$ cat config.mk
export PLATFORM = sky130hd
export DESIGN_NAME = gpio_xbar
export DESIGN_NICKNAME = d
export VERILOG_FILES = /design/src/rtl/gpx_pkg.sv /design/src/rtl/gpx_cfg_bank.sv /design/src/rtl/gpx_in_route.sv /design/src/rtl/gpx_out_route.sv /design/src/rtl/gpio_xbar.sv
export SDC_FILE = /design/constraint.sdc
export NUM_CORES = 2
export LEC_CHECK = 0
export BUFFER_PORTS_ARGS = -buffer_cell sky130_fd_sc_hd__buf_4
export CORE_MARGIN = 4
export CORE_UTILIZATION = 30
export DETAILED_ROUTE_END_ITERATION = 8
export GPL_TIMING_DRIVEN = 0
export SYNTH_ARGS = -nofsm -noshare
export SYNTH_HDL_FRONTEND = slang
export SYNTH_SLANG_ARGS = --single-unit
export TNS_END_PERCENT = 50
$ cat constraint.sdc
create_clock -name clk -period 31.3 [get_ports clk]
set_input_delay 3.13 -clock clk [delete_from_list [all_inputs] [get_ports clk]]
set_output_delay 3.13 -clock clk [all_outputs]
set_load 0.1 [all_outputs]
$ cat src/rtl/gpx_pkg.sv
package gpx_pkg;
  localparam int IDX_W  = 8;
  localparam int CFG_W  = 12;
  localparam int ISEL_W = 6;
  localparam int OSEL_W = 9;

  localparam logic [ISEL_W-1:0] ISEL_ONE  = 6'h38;
  localparam logic [ISEL_W-1:0] ISEL_ZERO = 6'h30;
  localparam logic [OSEL_W-1:0] OSEL_GPIO = 9'd256;

  typedef struct packed {
    logic              byp;
    logic              inv;
    logic [ISEL_W-1:0] sel;
  } in_cfg_t;

  typedef struct packed {
    logic              oe_inv;
    logic              oe_reg;
    logic              inv;
    logic [OSEL_W-1:0] sel;
  } out_cfg_t;

  localparam in_cfg_t  IN_CFG_RST  = '{byp: 1'b0, inv: 1'b0, sel: ISEL_ZERO};
  localparam out_cfg_t OUT_CFG_RST = '{oe_inv: 1'b0, oe_reg: 1'b0, inv: 1'b0, sel: OSEL_GPIO};
endpackage

$ cat src/rtl/gpx_cfg_bank.sv
module gpx_cfg_bank
  import gpx_pkg::*;
#(
  parameter int NPAD = 40,
  parameter int NSIG = 16
) (
  input  logic                       clk,
  input  logic                       rst_n,
  input  logic                       cfg_we,
  input  logic                       cfg_dir,
  input  logic [IDX_W-1:0]           cfg_idx,
  input  logic [CFG_W-1:0]           cfg_wdata,
  output in_cfg_t  [NSIG-1:0]        in_cfg,
  output out_cfg_t [NPAD-1:0]        out_cfg
);
  localparam int IN_BITS = $bits(in_cfg_t);

  for (genvar i = 0; i < NSIG; i++) begin : g_in
    logic    hit;
    in_cfg_t nxt, cur;
    always_comb begin
      hit = cfg_we && !cfg_dir && (cfg_idx == IDX_W'(i));
      nxt = in_cfg_t'(cfg_wdata[IN_BITS-1:0]);
    end
    always_ff @(posedge clk or negedge rst_n) begin
      if (!rst_n)   cur <= IN_CFG_RST;
      else if (hit) cur <= nxt;
    end
    assign in_cfg[i] = cur;
  end

  for (genvar p = 0; p < NPAD; p++) begin : g_out
    logic     hit;
    out_cfg_t nxt, cur;
    always_comb begin
      hit = cfg_we && cfg_dir && (cfg_idx == IDX_W'(p));
      nxt = out_cfg_t'(cfg_wdata);
    end
    always_ff @(posedge clk or negedge rst_n) begin
      if (!rst_n)   cur <= OUT_CFG_RST;
      else if (hit) cur <= nxt;
    end
    assign out_cfg[p] = cur;
  end
endmodule

$ cat src/rtl/gpx_in_route.sv
module gpx_in_route
  import gpx_pkg::*;
#(
  parameter int NPAD = 40,
  parameter int NSIG = 16
) (
  input  in_cfg_t [NSIG-1:0] in_cfg,
  input  logic [NPAD-1:0]    pad_in,
  input  logic [NSIG-1:0]    bypass_in,
  output logic [NSIG-1:0]    periph_in
);
  localparam logic [ISEL_W-1:0] PAD_LIM = ISEL_W'(NPAD);

  for (genvar i = 0; i < NSIG; i++) begin : g_sig
    logic src, val;
    always_comb begin
      if (in_cfg[i].sel < PAD_LIM)        src = pad_in[in_cfg[i].sel];
      else if (in_cfg[i].sel == ISEL_ONE) src = 1'b1;
      else                                src = 1'b0;
      val = in_cfg[i].byp ? bypass_in[i] : src;
    end
    assign periph_in[i] = val ^ in_cfg[i].inv;
  end
endmodule

$ cat src/rtl/gpx_out_route.sv
module gpx_out_route
  import gpx_pkg::*;
#(
  parameter int NPAD = 40,
  parameter int NSIG = 16
) (
  input  out_cfg_t [NPAD-1:0] out_cfg,
  input  logic [NSIG-1:0]     periph_out,
  input  logic [NSIG-1:0]     periph_oe,
  input  logic [NPAD-1:0]     gpio_out_reg,
  input  logic [NPAD-1:0]     gpio_oe_reg,
  output logic [NPAD-1:0]     pad_out,
  output logic [NPAD-1:0]     pad_oe
);
  localparam int SIDX_W = $clog2(NSIG);
  localparam logic [OSEL_W-1:0] SIG_LIM = OSEL_W'(NSIG);

  for (genvar p = 0; p < NPAD; p++) begin : g_pad
    logic              gpio_mode, in_rng, oe_from_reg;
    logic              pdat, pena, dat, ena;
    logic [SIDX_W-1:0] sidx;
    always_comb begin
      gpio_mode   = (out_cfg[p].sel == OSEL_GPIO);
      in_rng      = (out_cfg[p].sel < SIG_LIM);
      oe_from_reg = gpio_mode || out_cfg[p].oe_reg;
      sidx        = out_cfg[p].sel[SIDX_W-1:0];
      pdat        = in_rng ? periph_out[sidx] : 1'b0;
      pena        = in_rng ? periph_oe[sidx]  : 1'b0;
      dat         = gpio_mode   ? gpio_out_reg[p] : pdat;
      ena         = oe_from_reg ? gpio_oe_reg[p]  : pena;
    end
    assign pad_out[p] = dat ^ out_cfg[p].inv;
    assign pad_oe[p]  = ena ^ out_cfg[p].oe_inv;
  end
endmodule

$ cat src/rtl/gpio_xbar.sv
module gpio_xbar
  import gpx_pkg::*;
#(
  parameter int NPAD = 40,
  parameter int NSIG = 16
) (
  input  logic                 clk,
  input  logic                 rst_n,
  input  logic                 cfg_we,
  input  logic                 cfg_dir,
  input  logic [IDX_W-1:0]     cfg_idx,
  input  logic [CFG_W-1:0]     cfg_wdata,
  input  logic [NPAD-1:0]      pad_in,
  input  logic [NSIG-1:0]      bypass_in,
  output logic [NSIG-1:0]      periph_in,
  input  logic [NSIG-1:0]      periph_out,
  input  logic [NSIG-1:0]      periph_oe,
  input  logic [NPAD-1:0]      gpio_out_reg,
  input  logic [NPAD-1:0]      gpio_oe_reg,
  output logic [NPAD-1:0]      pad_out,
  output logic [NPAD-1:0]      pad_oe
);
  logic [1:0] rst_pipe;
  logic       rst_sync_n;

  always_ff @(posedge clk or negedge rst_n) begin
    if (!rst_n) rst_pipe <= 2'b00;
    else        rst_pipe <= {rst_pipe[0], 1'b1};
  end
  assign rst_sync_n = rst_pipe[1];

  in_cfg_t  [NSIG-1:0] in_cfg;
  out_cfg_t [NPAD-1:0] out_cfg;

  gpx_cfg_bank #(.NPAD(NPAD), .NSIG(NSIG)) u_bank (
    .clk       (clk),
    .rst_n     (rst_sync_n),
    .cfg_we    (cfg_we),
    .cfg_dir   (cfg_dir),
    .cfg_idx   (cfg_idx),
    .cfg_wdata (cfg_wdata),
    .in_cfg    (in_cfg),
    .out_cfg   (out_cfg)
  );

  gpx_in_route #(.NPAD(NPAD), .NSIG(NSIG)) u_in (
    .in_cfg    (in_cfg),
    .pad_in    (pad_in),
    .bypass_in (bypass_in),
    .periph_in (periph_in)
  );

  gpx_out_route #(.NPAD(NPAD), .NSIG(NSIG)) u_out (
    .out_cfg      (out_cfg),
    .periph_out   (periph_out),
    .periph_oe    (periph_oe),
    .gpio_out_reg (gpio_out_reg),
    .gpio_oe_reg  (gpio_oe_reg),
    .pad_out      (pad_out),
    .pad_oe       (pad_oe)
  );
endmodule

After elaboration in Yosys (flattened, before gate mapping)
Index checks and enable logic that the tools add are counted.
- bits in registers: 610
- input port bits: 192
- output and inout bits: 96
- word-level logic and storage cells: 1012
- $lt $le $gt $ge: 112
- equal/unequal tests: 95
- multiplexer cells: 400
- bitwise gates (word level): 96
- reductions and logical operators: 100
- operator list (cell ; count):
    $eq A9 B9 Y1 const B ; 40
    $lt A9 B5 Y1 const B ; 40
    $bmux W1 S4 ; 80
    $mux W1 ; 304
    $lt A4 B5 Y1 const B ; 40
    $eq A8 B5 Y1 const B ; 16
    $lt A6 B7 Y1 const B ; 16
    $bmux W1 S6 ; 16
    $eq A6 B6 Y1 const B ; 16
    $lt A6 B6 Y1 const B ; 16
    $xor A1 B1 Y1 ; 96
    $eq A8 B4 Y1 const B ; 8
    $eq A8 B6 Y1 const B ; 8
    $logic_and A1 B1 Y1 ; 58
    $logic_or A1 B1 Y1 ; 40
    $eq A8 B3 Y1 const B ; 4
    $eq A8 B2 Y1 const B ; 2
    $eq A8 B1 Y1 const B ; 1
    $logic_not A8 Y1 ; 1
    $logic_not A1 Y1 ; 1

Longest topological paths before layout
- word-level depth: 5
- mapped depth: 8
- depth with buffers taken out: 6

By module
Synthesis repeated with hierarchy kept, for this count alone.
- cells, all modules: 3507
- area total of the unflattened synthesis: 43817.0 µm²
- modules (own cells, without submodules) (module ; times used ; cells an instance ; area each (µm²) ; sequential area each (µm²)):
    gpx_cfg_bank ; 1 ; 1416 ; 23396.2 ; 15304.7
    gpx_out_route ; 1 ; 1458 ; 14029.7 ; 0.0
    gpx_in_route ; 1 ; 630 ; 6337.3 ; 0.0
    gpio_xbar ; 1 ; 3 ; 53.8 ; 50.0

Least setup slack after synthesis
No wires, ideal clock.
- kind: input -> output
- from: input pad_in[22]
- to: output periph_in[4]
- arrival: 6.071 ns
- data required time: 28.170 ns
- setup slack: 22.099 ns
- cell stages on the path: 7
- path buffers: 1
- cells stage by stage: clkbuf_1 > mux2i_1 > mux4_2 > a22o_1 > a2111oi_0 > o22ai_1 > xnor2_1
- cells in the longest elaborated chain, start to end: 5
- ends and longest elaborated chain (element ; line ; text):
    from (decl) ; gpio_xbar.sv:13 ; input logic [NPAD-1:0] pad_in,
    $bmux W1 S6 ; gpx_in_route.sv:17 ; if (in_cfg[i].sel < PAD_LIM) src = pad_in[in_cfg[i].sel];
    $mux W1 (not written as such) ; gpx_in_route.sv:17 ;
    $mux W1 ; gpx_in_route.sv:17 ;
    $mux W1 ; gpx_in_route.sv:20 ; val = in_cfg[i].byp ? bypass_in[i] : src;
    $xor A1 B1 Y1 ; gpx_in_route.sv:22 ; assign periph_in[i] = val ^ in_cfg[i].inv;
    to (decl) ; gpio_xbar.sv:15 ; output logic [NSIG-1:0] periph_in,
Every way passes these cells. The select of a mux whose other input is x is not followed.

Worst setup path after layout
- from: input pad_in[35]
- to: output periph_in[7]
The elaborated chain is that of the path after synthesis.

==> flow_metrics.env <==
export IMPL_status="finished, violations left"
export IMPL_violations="capacitance limit, slew limit"
export IMPL_setup_viol=0
export IMPL_drive_gt1_share_pct=44.3
export IMPL_synthTopCellsByArea="dfrtp_1, mux4_2, mux2_2, dfstp_2, mux2i_1"
export IMPL_overflow=0
export IMPL_critical_path_startpoint_type="input pin"
export IMPL_postLayoutCoreUtil_pct=35.1
export IMPL_die_width_um=386
export IMPL_hpwl_um=119000
export IMPL_tightest_slew_ns=1.54
export IMPL_placed_cells=5501
export IMPL_holdWs_ns=0.360
export IMPL_cts_tree="built"
export IMPL_maxCapViolCount=2
export IMPL_period_share_pct=30.0
export IMPL_drt_total_wl_um=170000
export IMPL_worstSetupPathType="input pin to output pin"
export IMPL_yosysUniqueCellTypes=68
export IMPL_viasPerCell=5.95
export IMPL_grt_usage_pct=22.3
export IMPL_rsz0062_at_grt="no"
export IMPL_synth_cells=3357
export IMPL_synth_seq_cells=610
export IMPL_crit_required_ns=28.17
export IMPL_setup_tns_ns=0
export IMPL_yosysTopAreaCell="dfrtp_1"
export IMPL_place_ws_ns=22.14
export IMPL_skew_ns=0.0393
export IMPL_core_mm2=0.142
export IMPL_powerDensity_mw_per_mm2=44.5
export IMPL_relSlewSlack_pct=-2.40
export IMPL_vias=33700
export IMPL_crit_fanout=10
export IMPL_gp_congestion=0.984
export IMPL_die_area_mm2=0.149
export IMPL_synth_avg_cell_area_um2=12.8
export IMPL_hp_class="register to register"
export IMPL_ys_async_sr_fraction_pct=100
export IMPL_leakagePower_nw=20.4
export IMPL_port_buffers=243
export IMPL_firstDrtPassIters=5
export IMPL_synth_nets=3549
export IMPL_critical_path_slowest_cell="clkbuf_1"
export IMPL_cts_inserted_buffers=70
export IMPL_clk_pin_slew_ns=0.06
export IMPL_synth_edf_count=0
export IMPL_cts_root_buf="clkbuf_16"
export IMPL_cts_sinks=610
export IMPL_peakVddDrop_mv=0.0425
export IMPL_setup_slack_ns=21.90
export IMPL_synth_top_cells_by_count="mux2_2, dfrtp_1, mux4_2"
export IMPL_route_detailed_drc=0
export IMPL_start_util_pct=30.3
export IMPL_worstPathArrival_ns=6.27
export IMPL_fin_cells=5659
export IMPL_post_cts_resize_count=0
export IMPL_fin_nets=3875
export IMPL_synth_top_area_share_pct=31.4
export IMPL_n_fill_cell=14100
export IMPL_drt_iter0_drc=3886
export IMPL_postCtsHoldBufs=0
export IMPL_synth_top_flop_cell="dfrtp_1"
export IMPL_worst_path_most_repeated_cell="buf_4"
export IMPL_insertion_delay_ns=0.67
export IMPL_clock_path_buffers=3
export IMPL_die_h_um=386
export IMPL_ys_warn_count=0
export IMPL_synth_cell_area_mm2=0.0429
export IMPL_grt_max_degree=70
export IMPL_wl_per_cell_um=30.1
export IMPL_seq_area_frac_synth_pct=35.8
export IMPL_area_growth_pct=16.1
export IMPL_final_max_slew_viol_count=22
export IMPL_fin_crit_ns=9.40
export IMPL_finalHoldViolations=0
export IMPL_rows=138
export IMPL_cts_max_level=3
export IMPL_grt_pass1_wl_um=241000
export IMPL_io_pin_count=288
export IMPL_max_clock_freq_mhz=106
export IMPL_path_cells="buf_4, clkbuf_1, mux2i_1, a22o_1, a2111oi_0, a211oi_1, a221oi_1, xor2_1, buf_4"
export IMPL_rrSetupSlack_ns=28.92
export IMPL_synth_most_common_cell="mux2_2"
export IMPL_max_stage_delay_ns=0.62
export IMPL_grt_pass1_vias=33000
export IMPL_antenna_found_initial=20
export IMPL_multi_input_area_mm2=0.0256
export IMPL_post_cts_repair_setup_buffers=0
export IMPL_ff_latch_area_mm2=0.0154
export IMPL_crit_path_end_kind="output pin"
export IMPL_final_antenna_net_count=0
## kinds of logic (layout without fill, tap and decap cells)
group | count (synthesis) | count (layout) | share of synthesized area, %
flip-flops | 610 | 610 | 35.8
other | 1 | 33 | 0.00873
XOR/XNOR | 95 | 95 | 1.94
AND/OR/NAND/NOR | 532 | 532 | 6.98
AO/OA/AOI/OAI | 351 | 351 | 5.59
multiplexers | 1287 | 1287 | 45.1
buffers and inverters | 481 | 861 | 4.60
## power by group
part / switching [mW] / leakage, nW / internal, mW
Combinational: 0.349 / 11.0 / 0.168
Sequential: 0.0164 / 8.20 / 0.812
Clock: 0.368 / 1.16 / 0.505
## layout by cell type, fill, tap and decap left out, drive strengths merged, types with 36 or more instances in the layout
| cell type | synthesis | routed |
|---|---|---|
| mux4 | 451 | 451 |
| a21oi | 88 | 88 |
| nand2 | 105 | 105 |
| mux2 | 659 | 659 |
| dfstp | 72 | 72 |
| a211oi | 39 | 39 |
| nor2b | 78 | 78 |
| mux2i | 177 | 177 |
| nor2 | 100 | 100 |
| xor2 | 82 | 82 |
| o21ai | 66 | 66 |
| or4 | 36 | 36 |
| buf | 107 | 361 |
| dfrtp | 538 | 538 |
| o41ai | 36 | 36 |
| nor4 | 51 | 51 |
| clkbuf | 352 | 455 |
## state kept, by name, indices dropped and copies added (netlist names)
signal / cells
rst_pipe: 2
u_bank.out_cfg: 480
u_bank.in_cfg: 128
## layout make-up
cell class / count / share of cell area, %
Clock buffer: 103 / 4.09
Multi-Input combinational cell: 2266 / 51.4
Buffer: 459 / 3.80
Antenna cell: 32 / 0.161
Clock inverter: 23 / 0.675
Tap cell: 1890 / 4.74
Sequential cell: 610 / 30.8
Timing Repair Buffer: 254 / 4.20
Inverter: 22 / 0.168
## metal layers
layer	up-vias	wire (um)	global-route usage, %
met5	-	271	0.926
met4	20	6300	7.11
met3	418	24500	9.81
met2	2300	74800	33.7
met1	17300	64500	28.4
li1	13700	-	-
## final timing paths
check | from | end | cells after the start
setup / recovery | pad_in[35] | periph_in[7] | 9
hold / removal | rst_pipe[0] | rst_pipe[1] | 0
setup reg to reg | rst_pipe[1] | u_bank.in_cfg[20] | 4
hold reg to reg | rst_pipe[0] | rst_pipe[1] | 0
max in group asynchronous | rst_pipe[1] | u_bank.in_cfg[20] | 4
min in group asynchronous | rst_pipe[1] | u_bank.out_cfg[285] | 0
## through the flow
step           area [um2]  total power, mW
6_report            49900             2.22
5_1_grt             49800             2.28
4_1_cts             49800             2.23
3_5_place_dp        47400             1.35
3_3_place_gp        47100             1.35
2_1_floorplan       42900             1.19
## worst max-delay path, delay by kind of cell
| kind | cells | cell delay, ns |
|---|---|---|
| xor gates and xnor gates | 1 | 0.57 |
| buffers and inverters | 3 | 1.21 |
| muxes | 1 | 0.17 |
| AOI/OAI and AO/OA | 4 | 1.17 |
No activity file was read; power rests on OpenSTA's default activity.
